[src/rtl/imm_pkg.sv]
// Package: shared widths and constants for the immediate register unit.
// Assumes a 5-bit field width and three fields per payload.
package imm_pkg;
    localparam int FIELD_W   = 5;
    localparam int N_FIELDS  = 3;
    localparam int PAY_W     = FIELD_W * N_FIELDS;
    localparam int WORD_W    = PAY_W + 1;
    localparam int IDX_W     = 5;
    localparam logic [IDX_W-1:0] IMM_IDX = 5'd28;

    typedef enum logic [1:0] {
        OP_HOLD = 2'b00,
        OP_LOAD = 2'b01,
        OP_HIGH = 2'b10,
        OP_BOTH = 2'b11
    } imm_op_e;
endpackage

[src/rtl/imm_payload_join.sv]
// Module: joins the three payload fields into one vector.
// Assumes field 0 is the least significant field.
module imm_payload_join #(
    parameter int FW = 5,
    parameter int NF = 3
) (
    input  logic [FW*NF-1:0] fields_in,
    output logic [FW*NF-1:0] joined
);
    // One assignment per field keeps each field in its own bit range.
    for (genvar g = 0; g < NF; g++) begin : g_field
        assign joined[g*FW +: FW] = fields_in[g*FW +: FW];
    end
endmodule

[src/rtl/imm_addr_expand.sv]
// Module: expands a word-aligned address payload to a full byte address.
// Assumes the lowest address bit is always zero.
module imm_addr_expand #(
    parameter int PW = 15
) (
    input  logic [PW-1:0] pay,
    output logic [PW:0]   addr
);
    // Shift left by one place and put a zero in bit 0.
    always_comb begin
        addr = {pay, 1'b0};
    end
endmodule

[src/rtl/imm_reg_core.sv]
// Module: holds the immediate register and applies the load and set-high rules.
// Assumes synchronous active-low reset. A load clears the top bit unless
// set-high is asserted in the same cycle.
module imm_reg_core #(
    parameter int PW = 15
) (
    input  logic          clk,
    input  logic          rst_n,
    input  logic [PW-1:0] pay,
    input  logic          ld_low,
    input  logic          set_high,
    output logic [PW:0]   q
);
    import imm_pkg::*;

    imm_op_e      op;
    logic [PW:0]  nxt;

    // Encode the two strobes as one operation code.
    always_comb begin
        op = imm_op_e'({set_high, ld_low});
    end

    // Work out the next register value for the chosen operation.
    always_comb begin
        case (op)
            OP_LOAD: nxt = {1'b0, pay};
            OP_HIGH: nxt = {1'b1, q[PW-1:0]};
            OP_BOTH: nxt = {1'b1, pay};
            default: nxt = q;
        endcase
    end

    // Store the next value, or clear the register on reset.
    always_ff @(posedge clk) begin
        if (!rst_n) q <= '0;
        else        q <= nxt;
    end
endmodule

[src/rtl/imm_reg_unit.sv]
// Top: immediate register load unit. Builds 16-bit constants from 15-bit
// payloads and expands word-aligned addresses.
// Assumes the payload is valid whenever a strobe is high.
module imm_reg_unit #(
    parameter int FIELD_W  = imm_pkg::FIELD_W,
    parameter int N_FIELDS = imm_pkg::N_FIELDS,
    parameter int IDX_W    = imm_pkg::IDX_W,
    parameter logic [IDX_W-1:0] SELF_IDX = imm_pkg::IMM_IDX
) (
    input  logic                        clk,
    input  logic                        rst_n,
    input  logic [FIELD_W*N_FIELDS-1:0] payload,
    input  logic                        ld_low,
    input  logic                        set_high,
    input  logic [IDX_W-1:0]            rd_idx,
    output logic [FIELD_W*N_FIELDS:0]   imm_q,
    output logic [FIELD_W*N_FIELDS:0]   addr_out,
    output logic                        rd_hit
);
    localparam int PW = FIELD_W * N_FIELDS;

    logic [PW-1:0] pay_j;

    imm_payload_join #(.FW(FIELD_W), .NF(N_FIELDS)) u_join (
        .fields_in(payload),
        .joined   (pay_j)
    );

    imm_reg_core #(.PW(PW)) u_core (
        .clk     (clk),
        .rst_n   (rst_n),
        .pay     (pay_j),
        .ld_low  (ld_low),
        .set_high(set_high),
        .q       (imm_q)
    );

    imm_addr_expand #(.PW(PW)) u_addr (
        .pay (pay_j),
        .addr(addr_out)
    );

    // Flag a register-file read that selects the immediate register.
    always_comb begin
        rd_hit = (rd_idx == SELF_IDX);
    end
endmodule

[config.mk]
export PLATFORM = sky130hd
export DESIGN_NAME = imm_reg_unit
export DESIGN_NICKNAME = d
export VERILOG_FILES = /design/src/rtl/imm_pkg.sv /design/src/rtl/imm_payload_join.sv /design/src/rtl/imm_addr_expand.sv /design/src/rtl/imm_reg_core.sv /design/src/rtl/imm_reg_unit.sv
export SDC_FILE = /design/constraint.sdc
export NUM_CORES = 1
export LEC_CHECK = 0
export BUFFER_PORTS_ARGS = -buffer_cell sky130_fd_sc_hd__clkbuf_2
export CORE_UTILIZATION = 30
export CTS_CLUSTER_DIAMETER = 100
export CTS_CLUSTER_SIZE = 24
export DETAILED_ROUTE_END_ITERATION = 12
export PLACE_DENSITY_LB_ADDON = 0.05
export SYNTH_ARGS = -nofsm -noshare
export SYNTH_HDL_FRONTEND = slang
export SYNTH_SLANG_ARGS = --single-unit
export TNS_END_PERCENT = 1
[constraint.sdc]
create_clock -name clk -period 0.8 [get_ports clk]
set_input_delay 0.08 -clock clk [delete_from_list [all_inputs] [get_ports clk]]
set_output_delay 0.08 -clock clk [all_outputs]
set_load 0.02 [all_outputs]
Yosys cells after proc, flatten, opt, wreduce, memory -nomap -nowiden
Index checks and enable logic that the tools add are counted.

word-level totals
  flip-flop bits (word level) = 16
  input port bits = 24
  output and inout port bits = 33
  logic and storage cells = 11

operators by class
  eq/ne operators = 4
  multiplexer cells = 1
  bitwise operators = 1
  reductions and logical operators = 3

operator list
  cell                                                                    count
  16-bit one-hot mux with 3 select lines                                  1
  5-bit equality test (second input constant)                             1
  2-bit equality test (second input constant)                             2
  3-bit nonzero test                                                      1
  2-bit by 1-bit equality test with 1-bit output (second input constant)  1
  2-bit AND reduction                                                     1
  2-bit nonzero test                                                      1
  1-bit NOT                                                               1

Depth between registers and ports, before layout
Gate-level depths: netlist (run 1).

  depth after elaboration = 3
  mapped depth = 4
  depth with buffers taken out = 2

Hierarchy
Synthesis (run 1) repeated with hierarchy kept, for this count alone.

second synthesis, totals
  cell total of the unflattened synthesis = 85
  area, all modules = 864.6 sq um

by module, submodules not included
  module            times used  cells each  area each (sq um)  sequential area each (sq um)
  imm_reg_core      1           51          615.6              320.3
  imm_addr_expand   1           17          123.9              0.0
  imm_payload_join  1           15          112.6              0.0
  imm_reg_unit      1           2           12.5               0.0

Least setup slack after synthesis (run 1)
Ideal clock, no wire load.

  path kind = reg2reg
  start point = register, netlist name u_core.q[15]
  end point = register u_core.q[15]
  data arrival time = 0.704 ns
  setup slack = -0.019 ns
  cell stages (with the launch flop) = 3
  path buffers = 0
  clock period less this slack = 0.819 ns
  cell sequence = dfxtp_1 > and2b_2 > o21a_1

RTL lines
  what                    line                source
  end signal: assignment  imm_reg_core.sv:37  else q <= nxt;
  end: declaration        imm_reg_core.sv:12  output logic [PW:0] q

Final worst setup path (run 1)
  start point = register u_core.q[10]
  end point = output imm_q[10]

RTL lines
  what              line                source
  end: declaration  imm_reg_unit.sv:16  output logic [FIELD_W*N_FIELDS:0] imm_q,

No word-level cell between the ends.

==> impl_metrics.toml, run 1 <==
[cts]
cts_tree = "done"
cts_buffers = 3
cts-root-buf = "clkbuf_4"
clk_pin_slew_ns = 0.09
clk_latency_ns = 0.27
cts_buffer_depth = 2
htree_levels = 1
clock-sinks = 16

[logic_synthesis]
yosysWarnings = 0
synthFlopType = "dfxtp_1"
synthTopCellsByCount = "buf_4, dfxtp_1, mux2i_1, nor2b_1"
synth_top_area_share = 0.426
synth-seq-cells = 16
synthesis.instances = 70
netlist_top_cells_area = "dfxtp_1, mux2i_1, buf_4, nor2b_1, buf_12"
synth_area_sq_um = 752
ys_async_sr_fraction = 0
yosys.area.top_type = "dfxtp_1"
syn_avg_cell_area_sq_um = 10.7
ys_types = 12
syn_nets = 94
synth-edff-count = 0
yosysSeqAreaShare = 0.426

[pwr]
swShare = 0.275
power_density_mw_per_mm2 = 1540
comb_power_share = 0.274
leakagePower_nw = 0.582
internal_power_mw = 1.29
seq_power_share = 0.501
finalPower_mw = 1.79
peakVddDrop_uv = 1080
switching_power_mw = 0.492
pwr-share-clk = 0.225

[detailed_routing]
wl_um = 1390
drt_iter0_drc = 1
vias_per_cell = 4.16
drc = 0
antenna_left = 0
wl_per_cell_um = 9.94
routed-via-count = 583
dr.pass1.iters = 2

[min_path]
min_path_cells = 3
hold_path.class = "in2reg"
hp-start = "payload[7]"
min_to = "u_core.q[7]$_SDFFE_PN0P_"

[timing]
finalHoldViolations = 0
fmax_mhz = 1210
setup_ws_ns = -0.0296
hold_ws_ns = 0.0768
fin_crit_ns = 0.830
fin_skew_ns = 0
maxSlewViolCount = 0
fin_crit_sh = 1.04
setup_violations = 16
rsz0062_at_grt = "yes"

[global_routing]
antenna_found_initial = 0
grt_pass1_wl_um = 2190
grt_usage = 0.116
grt_max_degree = 17
grt_pass1_vias = 510
overflow = 0

[finish]
largest_reg_flops = 16
diodes = 0
largest_register = "u_core.q"
reg_top3 = "u_core.q (16)"
fin_nets = 138
drive_gt1_frac = 0.688
area_growth_pct = 54.2

[critical_path]
path_cells = "buf_8"
crit_family = "flip-flops"
crit_start = "u_core.q[10]$_SDFFE_PN0P_"
path_depth = 1
cp.required_ns = 0.72
cp-end-kind = "output port"
critPathMaxStageDelay_ns = 0.36
ff2ff_setup_slack_ns = 0.03
arrival_ns = 0.75
crit_buf_inv = 1
r2r_end = "u_core.q[15]$_SDFFE_PN0P_"
path_class = "reg2out"
reg2reg_from = "u_core.q[15]$_SDFFE_PN0P_"
critPathLaunchType = "flop"
cpMaxStageDelayCell = "dfxtp_2"
path_max_fanout = 2
rr_worst_depth = 2

[outcome]
failed_checks = "negative setup slack"
status = "finished, violations left"

[floorplanning]
dieArea_sq_mm = 0.00271
coreArea_sq_mm = 0.00230
start_util = 0.327
die-height_um = 52.1
die_w_um = 52.1
ios = 57
row_count = 17

[job]
drv_cap = 0

[place]
port-buffer-count = 55
place.gp.congestion = 0.558
detailed_place_hpwl_um = 1030
[logic make-up (layout without fill, tap and decap cells)]
group,count (synthesis),after routing,share of synthesized area
mux,15,15,0.200
buf+inv,19,61,0.206
other cells,1,1,0.00499
flops,16,16,0.426
compound gates,1,1,0.00999
simple gates,18,18,0.153
[cell usage in the layout, fill, tap and decap left out]
| master | synthesis | layout |
|---|---|---|
| nor2b_1 | 15 | 15 |
| buf_8 | 0 | 16 |
| mux2i_1 | 15 | 15 |
| clkbuf_2 | 0 | 39 |
| conb_1 | 1 | 1 |
| nor2_1 | 1 | 1 |
| o21a_1 | 1 | 1 |
| clkbuf_4 | 0 | 3 |
| nand4b_1 | 1 | 1 |
| dfxtp_2 | 0 | 16 |
| dlygate4sd3_1 | 0 | 1 |
| buf_12 | 1 | 2 |
| and2b_2 | 1 | 1 |
[per-stage QoR]
step	instance area (sq um)	cells	setup slack, ns	utilization	TNS, ns
global route	1160	140	-0.0709	0.505	-0.899
CTS	1130	139	-0.0565	0.492	-0.772
finish	1160	140	-0.0296	0.505	-0.216
detailed placement	948	136	0.0349	0.413	0
floorplan	753	70	0.0136	-	0
global placement	948	136	0.0403	0.413	0
[power groups by stage]
stage | clock [mW] | sequential, mW | combinational [mW]
3_3_place_gp | 0 | 0.885 | 0.399
5_1_grt | 0.468 | 0.901 | 0.526
3_5_place_dp | 0 | 0.885 | 0.403
6_report | 0.402 | 0.895 | 0.490
4_1_cts | 0.443 | 0.883 | 0.473
2_1_floorplan | 0 | 0.944 | 0.234
[final cells by class]
cell class              instances  area [sq um]
fillers                       218          1140
repair buffers                 58           485
flip-flops and latches         16           340
multi-input cells              35           277
well taps                      28          35.0
clock buffers                   3          22.5
[worst register-to-register path, stage by stage (launching register included)]
cell     delay (ns)
dfxtp_2        0.34
and2b_2        0.18
o21a_1         0.16
[worst max-delay path by stage]
stage | end | slack [ns]
floorplan | u_core.q[15]$_SDFFE_PN0P_ | 0.01
global placement | u_core.q[14]$_SDFFE_PN0P_ | 0.04
detailed placement | u_core.q[14]$_SDFFE_PN0P_ | 0.03
CTS | imm_q[3] | -0.06
global route | imm_q[10] | -0.07
finish | imm_q[10] | -0.03
[metal layers]
layer | global-route usage | wire length [um]
met2 | 0.197 | 721
met1 | 0.119 | 564
met5 | 0 | 0
met3 | 0.0526 | 89
met4 | 0.0541 | 16
[repair_timing]
action | 4_1_cts | 5_1_grt
setup endpoints to repair | 16 | 16
hold buffers | 0 | 1
gates cloned | 0 | 0
gates resized for setup | 44 | 16
setup buffers | 0 | 0
hold endpoints to repair | 0 | 1
(Power assumes the default switching activity.)
==> run 2: changes to the inputs <==
Settings changed: ABC_AREA from default to 1, SYNTH_HIERARCHICAL from default to 1.
==> run 2 against run 1 <==
Net effect:
- the run still ends with negative setup slack left
- non-clock buffer count fell by 1
- sequential share of layout area rose by 1.3 points
- core utilization fell by 6.4 points
- wire length rose by 17%
- critical endpoint is now imm_q[4]
- largest power group unchanged
- highest routed layer unchanged
==> impl_metrics.toml, run 2 <==
[finish]
final_cell_mix = "clkbuf_2, nor2_1, buf_8, dfxtp_2, o21ai_0"
area_growth_pct = 37.0
drive_gt1_frac = 0.594
final_cells = 163
largest_register = "u_core/q"
diodes = 0
largest_reg_flops = 16
final_area_sq_mm = 0.00111
utilization = 0.440
reg_top3 = "u_core/q (16)"
fin_nets = 158
final_common_cell = "clkbuf_2"

[floorplanning]
die-height_um = 54.0
ios = 57
dieArea_sq_mm = 0.00291
die_w_um = 54.0
row_count = 18
coreArea_sq_mm = 0.00252
start_util = 0.321

[critical_path]
cp-end-kind = "output port"
critPathMaxStageDelay_ns = 0.36
rr_worst_depth = 3
crit_buf_inv = 1
path_class = "reg2out"
r2r_end = "u_core/q[15]$_SDFFE_PN0P_"
ff2ff_setup_slack_ns = 0.10
arrival_ns = 0.76
critPathLaunchType = "flop"
cpMaxStageDelayCell = "dfxtp_2"
endpoint = "imm_q[4]"
path_cells = "buf_8"
cp.required_ns = 0.72
crit_start = "u_core/q[4]$_SDFFE_PN0P_"
path_depth = 1
crit_family = "flip-flops"
path_max_fanout = 2
reg2reg_from = "u_core/q[15]$_SDFFE_PN0P_"

[logic_synthesis]
synth.most_common_cell = "buf_4"
synth_area_sq_um = 811
synth-edff-count = 0
synth_xor_area_frac = 0
synth_mux_area_frac = 0
synthesis.instances = 106
synth_top_family_by_area = "buffers and inverters"
yosys.area.top_type = "dfxtp_1"
netlist_top_cells_area = "dfxtp_1, buf_4, nor2_1, o21ai_0, o21ai_1"
ys_async_sr_fraction = 0
syn_nets = 130
yosysWarnings = 6
synthAdderAreaFrac = 0
ys_types = 14
synthFlopType = "dfxtp_1"
synthTopCellsByCount = "buf_4, nor2_1, dfxtp_1"
synth_top_area_share = 0.395
yosysSeqAreaShare = 0.395
synth_compound_area_frac = 0.0988
syn_avg_cell_area_sq_um = 7.65
synthSimpleGateAreaFrac = 0.162
synth-seq-cells = 16

[detailed_routing]
drc = 0
wl_per_cell_um = 9.99
routed-via-count = 700
wl_um = 1630
dr.pass1.iters = 4
antenna_left = 0
drt_iter0_drc = 15
vias_per_cell = 4.29

[global_routing]
grt_usage = 0.125
grt_max_degree = 17
overflow = 0
antenna_found_initial = 0
grt_pass1_wl_um = 2570
grt_pass1_vias = 608

[timing]
finalHoldViolations = 0
fin_crit_ns = 0.842
maxSlewViolCount = 0
setup_ws_ns = -0.0424
fmax_mhz = 1190
rsz0062_at_grt = "yes"
hold_ws_ns = 0.0114
fin_crit_sh = 1.05
setup_violations = 16
fin_skew_ns = 0

[cts]
cts_tree = "done"
cts-root-buf = "clkbuf_4"
cts_buffer_depth = 2
clock-sinks = 16
clk_pin_slew_ns = 0.10
clk_latency_ns = 0.29
cts_buffers = 3
htree_levels = 1

[place]
place_area_sq_um = 887
place_ws_ns = 0.0722
detailed_place_hpwl_um = 1120
place.gp.congestion = 0.586
port-buffer-count = 55
dp_cells = 158

[pwr]
leakagePower_nw = 0.571
peakVddDrop_uv = 1430
power_density_mw_per_mm2 = 1750

[outcome]
status = "finished, violations left"
failed_checks = "negative setup slack"

[min_path]
hold_path.class = "in2reg"

[job]
drv_cap = 0
run 2: area by class of cell:
| class | count | area, sq um |
|---|---|---|
| clock buffer | 4 | 36.3 |
| fill | 272 | 1410 |
| inverter | 5 | 18.8 |
| multi-input combinational | 51 | 215 |
| sequential | 16 | 340 |
| tap | 30 | 37.5 |
| timing repair buffer | 57 | 463 |
run 2: kinds of logic after synthesis:
logic type             count (synthesis)
AND/OR/NAND/NOR                       34
AO/OA/AOI/OAI                         16
buffers and inverters                 39
other                                  1
flip-flops                            16
run 2: power breakdown:
| group | internal (mW) | total, mW | switching [mW] |
|---|---|---|---|
| Combinational | 0.249 | 0.500 | 0.251 |
| Clock | 0.277 | 0.540 | 0.262 |
| Sequential | 0.864 | 0.910 | 0.0462 |
| Total | 1.39 | 1.95 | 0.560 |
run 2: worst min path at each step:
stage | start | endpoint | slack [ns] | depth (start not counted)
CTS | set_high | u_core/q[15]$_SDFFE_PN0P_ | 0.006 | 3
global route | set_high | u_core/q[15]$_SDFFE_PN0P_ | 0.02 | 3
finish | set_high | u_core/q[15]$_SDFFE_PN0P_ | 0.01 | 3
detailed placement | set_high | u_core/q[15]$_SDFFE_PN0P_ | 0.31 | 3
floorplan | set_high | u_core/q[15]$_SDFFE_PN0P_ | 0.21 | 2
global placement | set_high | u_core/q[15]$_SDFFE_PN0P_ | 0.31 | 3
run 2: what timing repair did:
action,in CTS,in global routing
endpoints found under the setup margin,16,16
resized for setup,48,16
hold buffers,0,0
pin swaps,0,0
setup buffers,0,1
run 2: stage by stage:
stage | power [mW] | TNS (ns)
final | 1.95 | -0.463
after global routing | 2.06 | -1.04
after CTS | 1.94 | -0.907
after detailed placement | 1.29 | 0
after global placement | 1.29 | 0
after floorplan | 1.23 | 0
run 2: per-layer routing:
metal	part of all wire	vias up	wire [um]	global-route usage
li1	-	356	-	-
met1	0.40	306	657	0.128
met2	0.50	36	812	0.224
met3	0.091	2	148	0.0678
met4	0.0055	0	9	0.0256
met5	0	-	0	0
